==> config.mk <==
export PLATFORM = sky130hd
export DESIGN_NAME = lcd_dotclk_timing
export DESIGN_NICKNAME = d
export VERILOG_FILES = /design/src/rtl/lcd_dotclk_timing.sv
export SDC_FILE = /design/constraint.sdc
export NUM_CORES = 1
export LEC_CHECK = 0
export ABC_AREA = 1
export BUFFER_PORTS_ARGS = -buffer_cell sky130_fd_sc_hd__buf_2
export CORE_ASPECT_RATIO = 0.6
export CORE_UTILIZATION = 60
export CTS_BUF_LIST = sky130_fd_sc_hd__clkbuf_4 sky130_fd_sc_hd__clkbuf_8
export DETAILED_ROUTE_END_ITERATION = 8
export HOLD_SLACK_MARGIN = 0.12
export PLACE_DENSITY = 0.8
export SYNTH_ARGS = -nofsm -noshare
export SYNTH_HDL_FRONTEND = slang
export SYNTH_SLANG_ARGS = --single-unit
==> constraint.sdc <==
create_clock -name clk -period 11.78 [get_ports clk]
set_input_delay 2.356 -clock clk [delete_from_list [all_inputs] [get_ports clk]]
set_output_delay 2.356 -clock clk [all_outputs]
set_load 0.02 [all_outputs]
==> src/rtl/lcd_dotclk_timing.sv <==
module lcd_dotclk_timing #(
  parameter int CW = 16,
  parameter int AW = 32,
  parameter int PW = 24
) (
  input  logic          clk,
  input  logic          rst_n,
  input  logic          reg_wr_i,
  input  logic [7:0]    reg_addr_i,
  input  logic [31:0]   reg_wdata_i,
  output logic [31:0]   reg_rdata_o,
  input  logic          fifo_empty_i,
  input  logic [PW-1:0] fifo_data_i,
  output logic          fifo_rd_o,
  output logic          hsync_o,
  output logic          vsync_o,
  output logic          de_o,
  output logic [PW-1:0] pix_o,
  output logic          dclk_fall_o,
  output logic          frame_start_o,
  output logic [AW-1:0] fetch_addr_o,
  output logic          underflow_o
);
  localparam logic [CW-1:0] ONE = CW'(1);

  logic          run_req, run_act, sync_on, hs_hi, vs_hi, de_hi, dclk_fall, uflow;
  logic [CW-1:0] line_tot, hs_w, frame_tot, vs_w, h_wait, v_wait, h_act, v_act;
  logic [CW-1:0] hcnt, vcnt;
  logic [AW-1:0] nxt_buf, cur_buf;
  logic [PW-1:0] last_pix;

  logic [3:0] rsel, rop;
  assign rsel = reg_addr_i[7:4];
  assign rop  = reg_addr_i[3:0];

  logic [8:0] ctrl_cur, ctrl_nxt;
  logic       ctrl_we, run_req_d;
  assign ctrl_cur = {uflow, 2'b00, dclk_fall, de_hi, vs_hi, hs_hi, sync_on, run_req};
  assign ctrl_we  = reg_wr_i && rsel == 4'h0 && (rop == 4'h0 || rop == 4'h4 || rop == 4'h8);

  always_comb begin
    case (rop)
      4'h4:    ctrl_nxt = ctrl_cur | reg_wdata_i[8:0];
      4'h8:    ctrl_nxt = ctrl_cur & ~reg_wdata_i[8:0];
      default: ctrl_nxt = reg_wdata_i[8:0];
    endcase
  end

  assign run_req_d = ctrl_we ? (ctrl_nxt[0] && (sync_on || run_req)) : run_req;

  // raster position
  logic [CW:0] h_end, v_end;
  logic        hs_act, vs_act, de_act;
  assign h_end  = {1'b0, h_wait} + {1'b0, h_act};
  assign v_end  = {1'b0, v_wait} + {1'b0, v_act};
  assign hs_act = sync_on && hcnt < hs_w;
  assign vs_act = sync_on && vcnt < vs_w;
  assign de_act = sync_on && run_act && hcnt >= h_wait && {1'b0, hcnt} < h_end
                  && vcnt >= v_wait && {1'b0, vcnt} < v_end;

  assign hsync_o       = hs_hi ? hs_act : ~hs_act;
  assign vsync_o       = vs_hi ? vs_act : ~vs_act;
  assign de_o          = de_hi ? de_act : ~de_act;
  assign dclk_fall_o   = dclk_fall;
  assign frame_start_o = sync_on && hcnt == '0 && vcnt == '0;
  assign fifo_rd_o     = de_act && !fifo_empty_i;
  assign pix_o         = fifo_empty_i ? last_pix : fifo_data_i;
  assign fetch_addr_o  = cur_buf;
  assign underflow_o   = uflow;

  always_ff @(posedge clk or negedge rst_n) begin
    if (!rst_n) begin
      hcnt <= '0;
      vcnt <= '0;
    end else if (!sync_on) begin
      hcnt <= '0;
      vcnt <= '0;
    end else if (hcnt >= line_tot - ONE) begin
      hcnt <= '0;
      vcnt <= (vcnt >= frame_tot - ONE) ? '0 : vcnt + ONE;
    end else begin
      hcnt <= hcnt + ONE;
    end
  end

  always_ff @(posedge clk or negedge rst_n) begin
    if (!rst_n) begin
      {run_req, run_act, sync_on, hs_hi, vs_hi, de_hi, dclk_fall, uflow} <= '0;
      {line_tot, hs_w, frame_tot, vs_w, h_wait, v_wait, h_act, v_act} <= '0;
      nxt_buf  <= '0;
      cur_buf  <= '0;
      last_pix <= '0;
    end else begin
      run_req <= run_req_d;
      run_act <= run_req_d || (run_act && !fifo_empty_i);
      uflow   <= (ctrl_we ? (ctrl_nxt[8] && uflow) : uflow) || (de_act && fifo_empty_i);
      if (ctrl_we) {dclk_fall, de_hi, vs_hi, hs_hi, sync_on} <= ctrl_nxt[5:1];
      if (reg_wr_i && rop == 4'h0) begin
        case (rsel)
          4'h1: {hs_w, line_tot}  <= {reg_wdata_i[16 +: CW], reg_wdata_i[CW-1:0]};
          4'h2: {vs_w, frame_tot} <= {reg_wdata_i[16 +: CW], reg_wdata_i[CW-1:0]};
          4'h3: {v_wait, h_wait}  <= {reg_wdata_i[16 +: CW], reg_wdata_i[CW-1:0]};
          4'h4: {v_act, h_act}    <= {reg_wdata_i[16 +: CW], reg_wdata_i[CW-1:0]};
          4'h5: nxt_buf           <= reg_wdata_i[AW-1:0];
          default: ;
        endcase
      end
      if (frame_start_o) cur_buf <= nxt_buf;
      if (fifo_rd_o) last_pix <= fifo_data_i;
    end
  end

  always_comb begin
    reg_rdata_o = '0;
    case (rsel)
      4'h0: reg_rdata_o[8:0] = {uflow, 2'b00, dclk_fall, de_hi, vs_hi, hs_hi, sync_on, run_act};
      4'h1: reg_rdata_o = {16'(hs_w), 16'(line_tot)};
      4'h2: reg_rdata_o = {16'(vs_w), 16'(frame_tot)};
      4'h3: reg_rdata_o = {16'(v_wait), 16'(h_wait)};
      4'h4: reg_rdata_o = {16'(v_act), 16'(h_act)};
      4'h5: reg_rdata_o = 32'(nxt_buf);
      4'h6: reg_rdata_o = 32'(cur_buf);
      default: ;
    endcase
  end

  p_no_read_empty_r9: assert property (@(posedge clk) disable iff (!rst_n)
    fifo_empty_i |-> !fifo_rd_o);
  p_fs_single_r6: assert property (@(posedge clk) disable iff (!rst_n)
    (frame_start_o && line_tot > ONE) |=> !frame_start_o);
  p_cur_hold_r6: assert property (@(posedge clk) disable iff (!rst_n)
    !frame_start_o |=> $stable(fetch_addr_o));
  p_run_after_sync_r7: assert property (@(posedge clk) disable iff (!rst_n)
    !run_act ##1 run_act |-> $past(sync_on));
  p_drain_end_r7: assert property (@(posedge clk) disable iff (!rst_n)
    (!run_req && !reg_wr_i && fifo_empty_i) |=> !run_act);
endmodule

---- Yosys cells after proc, flatten, opt, wreduce, memory -nomap -nowiden ----
Index checks and enable logic that the tools add are counted.
word-level totals
  bits of input ports ..................... 68
  flip-flop bits (word level) ............. 256
cells by class
  $add $sub $neg .......................... 6
  muxes and demuxes ....................... 14
  reduce and logical (&&, ||, !) cells .... 32
  eq/ne operators ......................... 9
  order comparisons ....................... 8
  bitwise operators ....................... 6
operator list
  operator                                                                count
  23-bit case mux with 6 select lines                                     1
  16-bit two-way mux                                                      5
  16-bit greater-or-equal comparator                                      4
  9-bit case mux with 7 select lines                                      1
  16-bit by 16-bit adder with 17-bit output                               2
  16-bit by 17-bit less-than comparator with 1-bit output                 2
  16-bit by 1-bit adder with 16-bit output (second input constant)        2
  16-bit logical NOT                                                      2
  16-bit less-than comparator                                             2
  16-bit by 1-bit subtractor with 16-bit output (second input constant)   2
  24-bit two-way mux                                                      1
  9-bit case mux with 2 select lines                                      1
  1-bit logical AND                                                       17
  4-bit by 3-bit equality test with 1-bit output (second input constant)  4
  2-bit AND reduction                                                     5
  9-bit bitwise AND                                                       1
  9-bit NOT                                                               1
  9-bit OR                                                                1
  4-bit by 2-bit equality test with 1-bit output (second input constant)  2
  4-bit logical NOT                                                       2
  1-bit logical OR                                                        5
  1-bit two-way mux                                                       5
  4-bit by 1-bit equality test with 1-bit output (second input constant)  1
  4-bit equality test (second input constant)                             1
  3 further kinds                                                         5

---- Depth between registers and ports, before layout ----
  depth after elaboration ................. 7
  mapped depth ............................ 22

---- Worst setup path before layout ----
Ideal clock, no wire load.
  path type ............................... input to output
  from .................................... input port reg_addr_i[4]
  to ...................................... output port reg_rdata_o[28]
  arrival time ............................ 3.603 ns
  path slack .............................. 5.821 ns
  path buffers ............................ 2
  required time ........................... 9.424 ns
  stages on the path ...................... 8
  cell sequence ........................... inv_1 > nor2_1 > nand2_1 > clkbuf_1 > clkbuf_1 > o21ai_0 > a221oi_1 > o221ai_1
between the ends
  word-level cells in the longest chain between the ends .. 2
  elaborated cells between the ends (all ways) .. 7
  those cells by class .................... 6 x eq/ne; 1 x mux
ends and longest elaborated chain
  what                                                                          line  source
  start, declared                                                               9     input logic [7:0] reg_addr_i,
  4-bit by 3-bit equality test with 1-bit output, or another cell as far along  115   case (rsel)
  23-bit case mux with 6 select lines (*)                                       115
  end, declared                                                                 11    output logic [31:0] reg_rdata_o,
Mark *: on every way between the ends. The rest lies on a longest branch, timed or not.

---- Worst setup path after layout ----
  from .................................... register h_wait[2]
  to ...................................... output port de_o
between the ends
  word-level cells in the longest chain between the ends .. 7
  elaborated cells between the ends (all ways) .. 9
  those cells by class .................... 1 x add/sub; 2 x order compare; 1 x mux; 1 x bitwise; 4 x reduce/logical
ends and longest elaborated chain
  what                                                                                                    line    source
  start, declared                                                                                         27      logic [CW-1:0] line_tot, hs_w, frame_tot, vs_w, h_wait, v_wait, h_act, v_act;
  start signal, assigned                                                                                  102     4'h3: {v_wait, h_wait} <= {reg_wdata_i[16 +: CW], reg_wdata_i[CW-1:0]};
  16-bit by 16-bit adder with 17-bit output / 16-bit greater-or-equal comparator (equally long branches)  54, 58
  16-bit by 17-bit less-than comparator with 1-bit output / 1-bit logical AND (equally long branches)     58      assign de_act = sync_on && run_act && hcnt >= h_wait && {1'b0, hcnt} < h_end
  1-bit logical AND (*)                                                                                   58
  1-bit logical AND (*) (2 in a row)                                                                      59      && vcnt >= v_wait && {1'b0, vcnt} < v_end;
  1-bit NOT                                                                                               63      assign de_o = de_hi ? de_act : ~de_act;
  1-bit two-way mux (*)                                                                                   63
  end, declared                                                                                           17      output logic de_o,
Marked as above.

==> results.py <==
metrics = {
    "route": {
        "via_per_inst": 6.01,
        "num_vias": 15800,
        "dr.pass1.iters": 6,
        "drt_wl_total_um": 54800,
        "ant_nets": 0,
        "routedWlPerCell_um": 20.8,
        "drt_iter0_drc": 2204,
        "drc": 0,
    },
    "clocking": {
        "holdBufCountCts": 0,
        "cts-htree-levels": 2,
        "clock_latency_ns": 0.62,
        "clkSinkCount": 256,
        "cts.path.max_buffers": 3,
        "cts_buffers": 40,
        "cts_resized": 0,
        "cts_setup_buffers": 0,
        "root_buffer": "clkbuf_8",
        "cts.reportedPaths.clkPinSlew_ns": 0.06,
        "cts_tree": "done",
    },
    "global_route": {
        "grt_pass1_wl_um": 82100,
        "grt_util_all_layers_pct": 38.8,
        "antenna_found_initial": 0,
        "grt_pass1_vias": 14000,
        "grt_max_degree": 110,
        "grt-ovfl-total": 0,
    },
    "worst_setup_path": {
        "path_cells": "ha_1 > a21oi_1 > nand2_1 > a21oi_1 > o21ai_1 > a21boi_0 > o21ai_1 > xnor2_1 > ha_1 > inv_1 > o31a_1 > nand2_1 > nand2_1 > nand4_2 > nor2_4 > nand2_1 > nand2_1 > buf_2",
        "required_ns": 9.42,
        "critPathArrivalTime_ns": 4.85,
        "crit_path_end_kind": "primary output",
        "critPathMaxStageDelay_ns": 0.53,
        "cpMaxStageDelayCell": "nor2_4",
        "crit_type": "reg2out",
        "crit_fanout": 26,
        "crit_path_frequent_cell": "nand2_1",
        "critPathLaunchType": "register",
    },
    "sta": {
        "slew_headroom_pct": 14.8,
        "fin_crit_sh_pct": 61.2,
        "timing.final.ws_setup_ns": 4.57,
        "setup_violations": 0,
        "clock_skew_ns": 0.0346,
        "worst_slew_pin_slew_ns": 1.27,
        "max_freq_mhz": 139,
        "final.min_clock_period_ns": 7.21,
        "rsz0062_at_grt": "no",
        "hold_viol": 0,
        "final.setup.tns_ns": 0,
        "slew_violations": 0,
    },
    "yosys": {
        "synth_nets": 2332,
        "synth-seq-cells": 256,
        "ys_seq_area_share_pct": 39.0,
        "synth-edff-count": 0,
        "netlist_instances": 2100,
        "synthArstFlopShare_pct": 100,
        "ys_types": 47,
        "yosys_warnings": 0,
        "synth_flop_cell": "dfrtp_1",
        "postSynthAreaPerCell_um2": 7.82,
        "syn_area_mm2": 0.0164,
    },
    "die": {
        "die-area_mm2": 0.0281,
        "core_area_mm2": 0.0266,
        "die_x_um": 216,
        "die_h_um": 130,
        "rows": 46,
        "initial_core_util_pct": 61.6,
        "io_pins": 163,
    },
    "cells_and_area": {
        "diodes": 0,
        "fillers": 2188,
        "final_area_mm2": 0.0184,
        "area_growth_pct": 11.9,
        "drive_gt1_share_pct": 12.1,
        "nNetsFinal": 2481,
    },
    "placed_design": {
        "dp_slack_ns": 5.12,
        "port-buffer-count": 162,
        "hpwlAfterDp_um": 40400,
        "gp_congestion": 0.998,
        "place_area_mm2": 0.0175,
    },
    "power": {
        "power_mw": 2.39,
        "leakage_nw": 9.43,
        "ir_drop_uv": 81.4,
        "p_per_area_mw_per_mm2": 130,
    },
    "min_path": {
        "hp-class": "reg2reg",
    },
    "job": {
        "cap_violations": 0,
    },
    "run_status": {
        "status": "finished, final reports clean",
    },
}
layout by cell type (no fill, tap or decap), types with 9 or more instances in the layout:
master | synthesis | final
clkbuf_4 | 0 | 11
inv_1 | 259 | 259
nand2_2 | 9 | 9
xnor2_1 | 19 | 19
clkbuf_8 | 0 | 51
nand3_1 | 86 | 86
ha_1 | 162 | 162
o221ai_1 | 22 | 22
o21ai_0 | 261 | 261
nor3_1 | 29 | 29
buf_4 | 0 | 16
nand2_1 | 557 | 557
xor2_1 | 54 | 54
dfrtp_1 | 256 | 256
o21ai_1 | 12 | 12
a21oi_1 | 89 | 89
buf_2 | 3 | 161
nor2_1 | 88 | 88
nand4_1 | 18 | 18
a221oi_1 | 32 | 32
metrics by stage:
step | hold WS, ns | utilization, % | std cells
after global routing | 0.495 | 69.0 | 2635
after floorplan | 0.442 | - | 2100
after detailed placement | 0.458 | 65.7 | 2567
after global placement | 0.454 | 65.7 | 2567
after CTS | 0.474 | 69.0 | 2635
final | 0.474 | 69.0 | 2635
synthesized netlist by cell type (9+ instances only):
cell      instances  area [µm²]
xnor2_1          19         166
dfrtp_1         256        6410
nand2_2           9        56.3
nor2_1           88         330
o221ai_1         22         193
nand3_1          86         430
inv_1           259         972
a221oi_1         32         280
ha_1            162        2030
nor3_1           29         145
nand2_1         557        2090
xor2_1           54         473
o21ai_1          12        60.1
nand4_1          18         113
a21oi_1          89         445
o21ai_0         261        1310
clkbuf_1         60         225
where the power goes:
group / total [mW] / internal [mW] / leakage, nW / switching, mW
Sequential: 1.03 / 0.960 / 3.52 / 0.0731
Combinational: 0.502 / 0.162 / 5.44 / 0.339
Clock: 0.856 / 0.471 / 0.467 / 0.385
state kept, by name, indices dropped and copies added, names as in the netlist, 16 cells and up:
register      cells
h_act            16
v_act            16
hcnt             16
h_wait           16
fetch_addr_o     32
nxt_buf          32
vs_w             16
line_tot         16
vcnt             16
last_pix         24
v_wait           16
frame_tot        16
hs_w             16
path summary, 6_finish.rpt:
path                              start           end  slack, ns  cells after the start
setup reg to reg              h_wait[2]  last_pix[20]       7.49                     17
hold / removal             last_pix[15]  last_pix[15]       0.47                      2
hold reg to reg            last_pix[15]  last_pix[15]       0.47                      2
max in group asynchronous         rst_n   nxt_buf[16]       8.36                      2
setup / recovery              h_wait[2]          de_o       4.57                     18
min in group asynchronous         rst_n       vcnt[8]       1.81                      1
logic make-up (layout without fill, tap and decap cells):
| kind of cell | after synthesis | in the layout | synth area share, % |
|---|---|---|---|
| and+or+nand+nor | 816 | 816 | 20.7 |
| DFF | 256 | 256 | 39.0 |
| AOI/OAI and AO/OA | 458 | 458 | 15.9 |
| buffers and inverters | 333 | 508 | 7.95 |
| adders and majority gates | 164 | 164 | 12.6 |
| xor gates and xnor gates | 73 | 73 | 3.89 |
cell type report:
class / count / area (µm²) / area share (%)
flip-flops and latches: 256 / 6410 / 34.8
inverters: 262 / 983 / 5.35
repair buffers: 178 / 941 / 5.12
clock inverters: 6 / 101 / 0.551
well taps: 360 / 450 / 2.45
multi-input cells: 1511 / 8720 / 47.4
clock buffers: 62 / 785 / 4.27
critical path: cells and delay by family (launching register included):
| kind | cells | cell delay (ns) |
|---|---|---|
| flops | 1 | 0.45 |
| fa+ha+maj | 2 | 0.66 |
| xor+xnor | 1 | 0.15 |
| simple gates | 7 | 1.23 |
| buf+inv | 2 | 0.23 |
| compound gates | 6 | 1.51 |
per-layer routing:
layer	track usage [%]	part of all wire [%]	vias up
met1	57.0	43	7457
met2	50.8	39	987
met4	8.68	2.1	2
met5	0.667	0.040	-
li1	-	-	7288
met3	18.2	16	94
Power figures use the tool's default switching activity.
